File: src/rtl/xlate_pkg.sv
package xlate_pkg;
  localparam int SEG_W  = 4;
  localparam int PAGE_W = 8;
  localparam int WORD_W = 8;
  localparam int BLK_W  = 12;
  localparam int TLB_N  = 8;

  localparam logic [1:0] ACC_READ  = 2'b00;
  localparam logic [1:0] ACC_WRITE = 2'b01;
  localparam logic [1:0] ACC_FETCH = 2'b10;

  localparam logic [1:0] RT_RW  = 2'b00;
  localparam logic [1:0] RT_RO  = 2'b01;
  localparam logic [1:0] RT_XO  = 2'b10;
  localparam logic [1:0] RT_SYS = 2'b11;

  localparam logic [1:0] FC_NONE = 2'b00;
  localparam logic [1:0] FC_PAGE = 2'b01;
  localparam logic [1:0] FC_PROT = 2'b10;

  typedef struct packed {
    logic capture;
    logic respHit;
    logic segRd;
    logic pageRd;
  } strobe_t;

  function automatic logic rightsDeny(input logic [1:0] rights,
                                      input logic [1:0] acc,
                                      input logic user);
    case (rights)
      RT_RO:   return acc == ACC_WRITE;
      RT_XO:   return acc != ACC_FETCH;
      RT_SYS:  return user;
      default: return 1'b0;
    endcase
  endfunction
endpackage

File: src/rtl/xlate_ctrl.sv
module xlate_ctrl
  import xlate_pkg::*;
(
  input  logic    clk,
  input  logic    rstN,
  input  logic    reqValid,
  input  logic    tlbHit,
  output logic    reqReady,
  output strobe_t stb
);
  typedef enum logic [1:0] {ST_IDLE, ST_SEG, ST_PAGE} state_t;
  state_t state, stateNxt;

  always_ff @(posedge clk) begin
    if (!rstN) state <= ST_IDLE;
    else       state <= stateNxt;
  end

  always_comb begin
    stateNxt = state;
    stb      = '0;
    reqReady = 1'b0;
    case (state)
      ST_IDLE: begin
        reqReady = 1'b1;
        if (reqValid) begin
          stb.capture = 1'b1;
          if (tlbHit) stb.respHit = 1'b1;
          else        stateNxt    = ST_SEG;
        end
      end
      ST_SEG: begin
        stb.segRd = 1'b1;
        stateNxt  = ST_PAGE;
      end
      ST_PAGE: begin
        stb.pageRd = 1'b1;
        stateNxt   = ST_IDLE;
      end
      default: stateNxt = ST_IDLE;
    endcase
  end
endmodule

File: src/rtl/xlate_dpath.sv
module xlate_dpath
  import xlate_pkg::*;
#(
  parameter int SegW  = SEG_W,
  parameter int PageW = PAGE_W,
  parameter int WordW = WORD_W,
  parameter int BlkW  = BLK_W,
  parameter int TlbN  = TLB_N
) (
  input  logic                         clk,
  input  logic                         rstN,
  input  strobe_t                      stb,
  input  logic [SegW+PageW+WordW-1:0]  reqLogAddr,
  input  logic [1:0]                   reqAccess,
  input  logic                         reqUser,
  input  logic                         tblWrEn,
  input  logic                         tblSel,
  input  logic [PageW-1:0]             tblAddr,
  input  logic [BlkW+2:0]              tblData,
  input  logic                         tlbFlush,
  output logic                         tlbHit,
  output logic                         respValid,
  output logic [BlkW+WordW-1:0]        respPhysAddr,
  output logic                         respFault,
  output logic [1:0]                   respFaultCode
);
  localparam int SegN  = 1 << SegW;
  localparam int PageN = 1 << PageW;
  localparam int PtrW  = (TlbN > 1) ? $clog2(TlbN) : 1;

  // request fields
  logic [SegW-1:0]  inSeg;
  logic [PageW-1:0] inPage;
  logic [WordW-1:0] inWord;
  assign {inSeg, inPage, inWord} = reqLogAddr;

  // tables
  logic [PageW-1:0] segTable [SegN];
  logic             ptPres   [PageN];
  logic [1:0]       ptRt     [PageN];
  logic [BlkW-1:0]  ptBlk    [PageN];

  always_ff @(posedge clk) begin
    if (tblWrEn && !tblSel) segTable[tblAddr[SegW-1:0]] <= tblData[PageW-1:0];
    if (tblWrEn && tblSel) begin
      ptPres[tblAddr] <= tblData[BlkW+2];
      ptRt[tblAddr]   <= tblData[BlkW+1:BlkW];
      ptBlk[tblAddr]  <= tblData[BlkW-1:0];
    end
  end

  // captured request
  logic [SegW-1:0]  segQ;
  logic [PageW-1:0] pageQ, baseQ;
  logic [WordW-1:0] wordQ;
  logic [1:0]       accQ;
  logic             userQ;

  always_ff @(posedge clk) begin
    if (stb.capture) begin
      segQ  <= inSeg;
      pageQ <= inPage;
      wordQ <= inWord;
      accQ  <= reqAccess;
      userQ <= reqUser;
    end
    if (stb.segRd) baseQ <= segTable[segQ];
  end

  // lookaside buffer
  logic            tlbVld  [TlbN];
  logic [SegW-1:0] tlbSeg  [TlbN];
  logic [PageW-1:0] tlbPage[TlbN];
  logic [BlkW-1:0] tlbBlk  [TlbN];
  logic [1:0]      tlbRt   [TlbN];
  logic [TlbN-1:0] hitVec;
  logic [PtrW-1:0] rrPtr;
  logic            insert;

  logic [PageW-1:0] pteIdx;
  logic             walkPf, walkProt;
  assign pteIdx   = baseQ + pageQ;
  assign walkPf   = !ptPres[pteIdx];
  assign walkProt = rightsDeny(ptRt[pteIdx], accQ, userQ);
  assign insert   = stb.pageRd && !walkPf && !walkProt && !tlbFlush;

  for (genvar e = 0; e < TlbN; e++) begin : g_entry
    always_ff @(posedge clk) begin
      if (!rstN || tlbFlush) begin
        tlbVld[e] <= 1'b0;
      end else if (insert && rrPtr == PtrW'(e)) begin
        tlbVld[e]  <= 1'b1;
        tlbSeg[e]  <= segQ;
        tlbPage[e] <= pageQ;
        tlbBlk[e]  <= ptBlk[pteIdx];
        tlbRt[e]   <= ptRt[pteIdx];
      end
    end
    assign hitVec[e] = tlbVld[e] && tlbSeg[e] == inSeg && tlbPage[e] == inPage;
  end

  always_ff @(posedge clk) begin
    if (!rstN || tlbFlush)                rrPtr <= '0;
    else if (insert && rrPtr == PtrW'(TlbN - 1)) rrPtr <= '0;
    else if (insert)                      rrPtr <= rrPtr + 1'b1;
  end

  logic [BlkW-1:0] hitBlk;
  logic [1:0]      hitRt;
  always_comb begin
    hitBlk = '0;
    hitRt  = '0;
    for (int e = 0; e < TlbN; e++) begin
      if (hitVec[e]) begin
        hitBlk = hitBlk | tlbBlk[e];
        hitRt  = hitRt | tlbRt[e];
      end
    end
  end
  assign tlbHit = |hitVec;

  logic hitProt;
  assign hitProt = rightsDeny(hitRt, reqAccess, reqUser);

  // response
  always_ff @(posedge clk) begin
    if (!rstN) begin
      respValid     <= 1'b0;
      respPhysAddr  <= '0;
      respFault     <= 1'b0;
      respFaultCode <= FC_NONE;
    end else begin
      respValid <= stb.respHit || stb.pageRd;
      if (stb.respHit) begin
        respFault     <= hitProt;
        respFaultCode <= hitProt ? FC_PROT : FC_NONE;
        respPhysAddr  <= hitProt ? '0 : {hitBlk, inWord};
      end else if (stb.pageRd) begin
        respFault     <= walkPf || walkProt;
        respFaultCode <= walkPf ? FC_PAGE : (walkProt ? FC_PROT : FC_NONE);
        respPhysAddr  <= (walkPf || walkProt) ? '0 : {ptBlk[pteIdx], wordQ};
      end
    end
  end
endmodule

File: src/rtl/segpage_xlate.sv
module segpage_xlate
  import xlate_pkg::*;
#(
  parameter int SegW  = SEG_W,
  parameter int PageW = PAGE_W,
  parameter int WordW = WORD_W,
  parameter int BlkW  = BLK_W,
  parameter int TlbN  = TLB_N
) (
  input  logic                        clk,
  input  logic                        rstN,
  input  logic                        reqValid,
  output logic                        reqReady,
  input  logic [SegW+PageW+WordW-1:0] reqLogAddr,
  input  logic [1:0]                  reqAccess,
  input  logic                        reqUser,
  output logic                        respValid,
  output logic [BlkW+WordW-1:0]       respPhysAddr,
  output logic                        respFault,
  output logic [1:0]                  respFaultCode,
  input  logic                        tblWrEn,
  input  logic                        tblSel,
  input  logic [PageW-1:0]            tblAddr,
  input  logic [BlkW+2:0]             tblData,
  input  logic                        tlbFlush
);
  strobe_t stb;
  logic    tlbHit;

  xlate_ctrl u_ctrl (
    .clk      (clk),
    .rstN     (rstN),
    .reqValid (reqValid),
    .tlbHit   (tlbHit),
    .reqReady (reqReady),
    .stb      (stb)
  );

  xlate_dpath #(
    .SegW(SegW), .PageW(PageW), .WordW(WordW), .BlkW(BlkW), .TlbN(TlbN)
  ) u_dpath (
    .clk           (clk),
    .rstN          (rstN),
    .stb           (stb),
    .reqLogAddr    (reqLogAddr),
    .reqAccess     (reqAccess),
    .reqUser       (reqUser),
    .tblWrEn       (tblWrEn),
    .tblSel        (tblSel),
    .tblAddr       (tblAddr),
    .tblData       (tblData),
    .tlbFlush      (tlbFlush),
    .tlbHit        (tlbHit),
    .respValid     (respValid),
    .respPhysAddr  (respPhysAddr),
    .respFault     (respFault),
    .respFaultCode (respFaultCode)
  );
endmodule

File: config.mk
export PLATFORM = sky130hd
export DESIGN_NAME = segpage_xlate
export DESIGN_NICKNAME = d
export VERILOG_FILES = /design/src/rtl/xlate_pkg.sv /design/src/rtl/xlate_ctrl.sv /design/src/rtl/xlate_dpath.sv /design/src/rtl/segpage_xlate.sv
export SDC_FILE = /design/constraint.sdc
export NUM_CORES = 2
export LEC_CHECK = 0
export BUFFER_PORTS_ARGS = -buffer_cell sky130_fd_sc_hd__buf_4
export CAP_MARGIN = 20
export CELL_PAD_IN_SITES_DETAIL_PLACEMENT = 0
export CELL_PAD_IN_SITES_GLOBAL_PLACEMENT = 2
export CORE_MARGIN = 2
export CORE_UTILIZATION = 50
export DETAILED_ROUTE_END_ITERATION = 16
export PLACE_DENSITY = 0.86
export REMOVE_ABC_BUFFERS = 1
export SYNTH_ARGS = -nofsm -noshare
export SYNTH_HDL_FRONTEND = slang
export SYNTH_MEMORY_MAX_BITS = 65536
export SYNTH_SLANG_ARGS = --single-unit
File: constraint.sdc
create_clock -name clk -period 9.4 [get_ports clk]
set_input_delay 1.41 -clock clk [delete_from_list [all_inputs] [get_ports clk]]
set_output_delay 1.41 -clock clk [all_outputs]
set_load 0.005 [all_outputs]
==> metrics <==
Switch Pwr=0.0100 W; Req. time, crit path=10.02 ns; DPL Wire Length=231 mm; initial antenna violation count=22; worst reg2reg setup slack=1.81 ns; area of the placeable core=~0.33 mm^2; number of setup violations in the final report=0; root buffer cell=clkbuf_16; most frequently used cell type in the post-synthesis netlist=edfxtp_1; kind of path behind the tightest hold check=flip-flop to flip-flop; Rel. slew slack=0.205; unrepaired setup endpoints after global routing=false; internal power=0.0320 W; DR WL met2=195 mm; synthesized area=~0.16 mm^2; final-report max-slew violation count=0; register bit total from synthesis=4,244; row count=between 200 and 250; DR WL met3=between 30 and 40 mm; critical register-to-register path startpoint=u_dpath.pageQ[0]; capture point of the worst reg-to-reg path=u_dpath.tlbRt[0][0]; final global-route overflow total=0; count of mapped cells out of synthesis=7,143; worst-case clock buffer depth=4; total via count in the routed design=between 70,000 and 80,000; worst-skew pair later-pin latency=0.97 ns; Worst Setup Path Type=flip-flop to flip-flop; sequential element share of the synthesized area=0.774; Layout Skew=~0.039 ns; critical path data arrival time=8.21 ns; clock buffer count from CTS=approximately 410; area taken by flip-flops and latches=0.127 mm^2; clk slew on worst S/H paths=0.06 ns; final worst path period share=0.808; critical path launch point type=flip-flop; r2r worst-path depth=14; setup TNS=0 ns; x dimension of the die=between 500 and 600 um; fraction of power consumed by combinational cells=0.115; result of the run=finished clean; starting density of the core=0.502; critical path launch point=u_dpath.pageQ[0]; number of synthesized flops with an enable pin=~4,200; Post-CTS Setup Repair Bufs=0; total power density per cell area=227 mW/mm^2; post-detailed-routing wire length=~400 mm; hold violation count in the final report=0; leakage power of the design=57.7 nW; clock period minus worst slack=7.59 ns; ys flop type=edfxtp_1; Resized Gates After CTS=0; total of max-cap violations=0; routed length per instance=between 30 and 40 um; fraction of final layout cells sized beyond drive strength 1=0.296; count of pins on the block boundary=77; initial detailed-routing violation count=10,973; Detailed Routing Iterations Pass 1=6; fraction of power consumed by the clock network=0.385; largest net degree at the start of global routing=182; Synth async-reset ratio=0; total of hold buffers inserted after clock tree synthesis=0; Total Power=between 0.04 and 0.05 W; via/cell ratio=6.39; count of distinct cell types in the synthesized netlist=74; switching share of power=0.238; Yosys warnings=0; first-pass GRT wire length=576 mm; slew at the pin with the worst max-slew slack=1.19 ns; largest fanout of any net on the critical path=55; Die Y-Extent=577 um; endpoint of the worst setup timing path=u_dpath.tlbRt[0][0]; Layout fillers=23,067; area share of the largest cell type after synthesis=0.770; RD Place Congestion=0.856; Post-Synthesis Mean Instance Area=23.0 um^2; clock tree from TritonCTS=yes; final-stage net count=about 7,700; Max IR drop VDD=0.169 mV; deepest level of the CTS H-tree=5; overall global routing resource usage=0.240; post-route ant nets=0; Die Outline Area=~0.33 mm^2; largest area contributor in the netlist=edfxtp_1; element type at the critical path end=flip-flop; number of global-route vias before repair=78,549; proportion of power drawn by flip-flops and latches=0.499; total number of clock tree sinks=4,244; top cells by area, synth=edfxtp_1, mux4_2, mux2i_1; commonest cells in the synthesized netlist=edfxtp_1, mux4_2, nor2_1; area taken by multi-input logic gates=~0.035 mm^2; number of buffers added on ports=76; DRC violations left=0; highest metal used=met5; met1 layer wirelength in the final routing=155 mm; Peak Freq=roughly 0.13 GHz; growth of design area from synthesis to finish=12.8%
## metal layers
layer	up-vias	global-route usage
met5	-	0
met4	6	0.0720
met3	615	0.0440
met2	4571	0.383
met1	42115	0.341
li1	31249	-
## worst max-delay path, cell delays in order, from the launching register on
cell and delay (ns):
edfxtp_1 0.56, ha_4 0.25, fa_4 1.37, buf_4 0.81
mux4_2 0.36, mux2i_1 0.13, a31oi_1 0.25, a31oi_1 0.16
a211oi_1 0.90, nor4_1 0.19, o311ai_4 0.33, buf_4 0.37
nand3_2 0.42, nor3_4 0.70, buf_4 0.37
## area by class of cell
cell class,count,area share
flip-flops and latches,4244,0.686
multi-input cells,2463,0.191
clock buffers,482,0.0574
well taps,4346,0.0293
repair buffers,449,0.0220
clock inverters,271,0.0136
inverters,28,0.000567
diodes,10,0.000135
## power by group through the flow
stage          logic [W]  registers [W]  clock network, W
6_report         0.00484         0.0210            0.0162
5_1_grt          0.00505         0.0210            0.0171
4_1_cts          0.00481         0.0210            0.0164
3_5_place_dp     0.00479         0.0214                 0
3_3_place_gp     0.00473         0.0214                 0
2_1_floorplan    0.00666         0.0214                 0
## placed cells by master, fill, tap and decap left out, drive strengths merged, types with 29 or more instances in the layout
cell type	netlist	routed
clkinv	0	203
edfxtp	4214	4214
dfxtp	30	30
inv	28	44
xnor2	100	100
buf	278	442
bufinv	0	38
nand3	82	82
o21ai	73	73
clkbuf	130	489
nand2	130	130
a21oi	52	52
nor2	295	295
nand4	29	29
mux4	1181	1181
mux2i	209	209
## state kept, by name, indices dropped and copies added, names as in the netlist, 3 cells and up
name and count:
u_dpath.rrPtr 3, u_dpath.ptRt 512, u_dpath.wordQ 8, u_dpath.tlbVld 8
u_dpath.ptPres 256, u_dpath.pageQ 8, u_dpath.segTable 128, u_dpath.tlbBlk 96
u_dpath.tlbRt 16, u_dpath.tlbSeg 32, u_dpath.tlbPage 64, u_dpath.segQ 4
u_dpath.respPhysAddr 20, u_dpath.ptBlk 3072, u_dpath.baseQ 8
## how the worst min path moves through the flow
| stage | from | endpoint | slack [ns] | cells after the start |
|---|---|---|---|---|
| detailed placement | u_dpath.tlbVld[1][0] | u_dpath.tlbVld[1][0] | 0.48 | 2 |
| finish | u_dpath.tlbVld[1][0] | u_dpath.tlbVld[1][0] | 0.51 | 2 |
| global placement | u_dpath.rrPtr[1] | u_dpath.rrPtr[1] | 0.48 | 2 |
| global route | u_dpath.tlbVld[1][0] | u_dpath.tlbVld[1][0] | 0.52 | 2 |
| floorplan | u_dpath.tlbVld[1][0] | u_dpath.tlbVld[1][0] | 0.43 | 2 |
| CTS | u_dpath.tlbVld[1][0] | u_dpath.tlbVld[1][0] | 0.51 | 2 |
## stage by stage
stage	area (um^2)	std cells	hold slack, ns	setup slack [ns]	utilization
6_report	185000	12293	0.509	1.81	0.567
5_1_grt	185000	12287	0.522	1.58	0.567
4_1_cts	185000	12262	0.514	1.74	0.565
3_5_place_dp	172000	11509	0.480	1.74	0.525
3_3_place_gp	171000	11485	0.480	1.84	0.524
2_1_floorplan	162000	6735	0.427	-32.97	-
## cell families after synthesis
logic type      after synthesis  share of synthesized area
flops                      4244                      0.774
compound gates              294                     0.0125
mux                        1400                      0.175
buf+inv                     436                     0.0137
xor+xnor                    103                    0.00549
fa+ha+maj                    14                    0.00111
simple gates                652                     0.0182
Power figures use the tool's default switching activity.
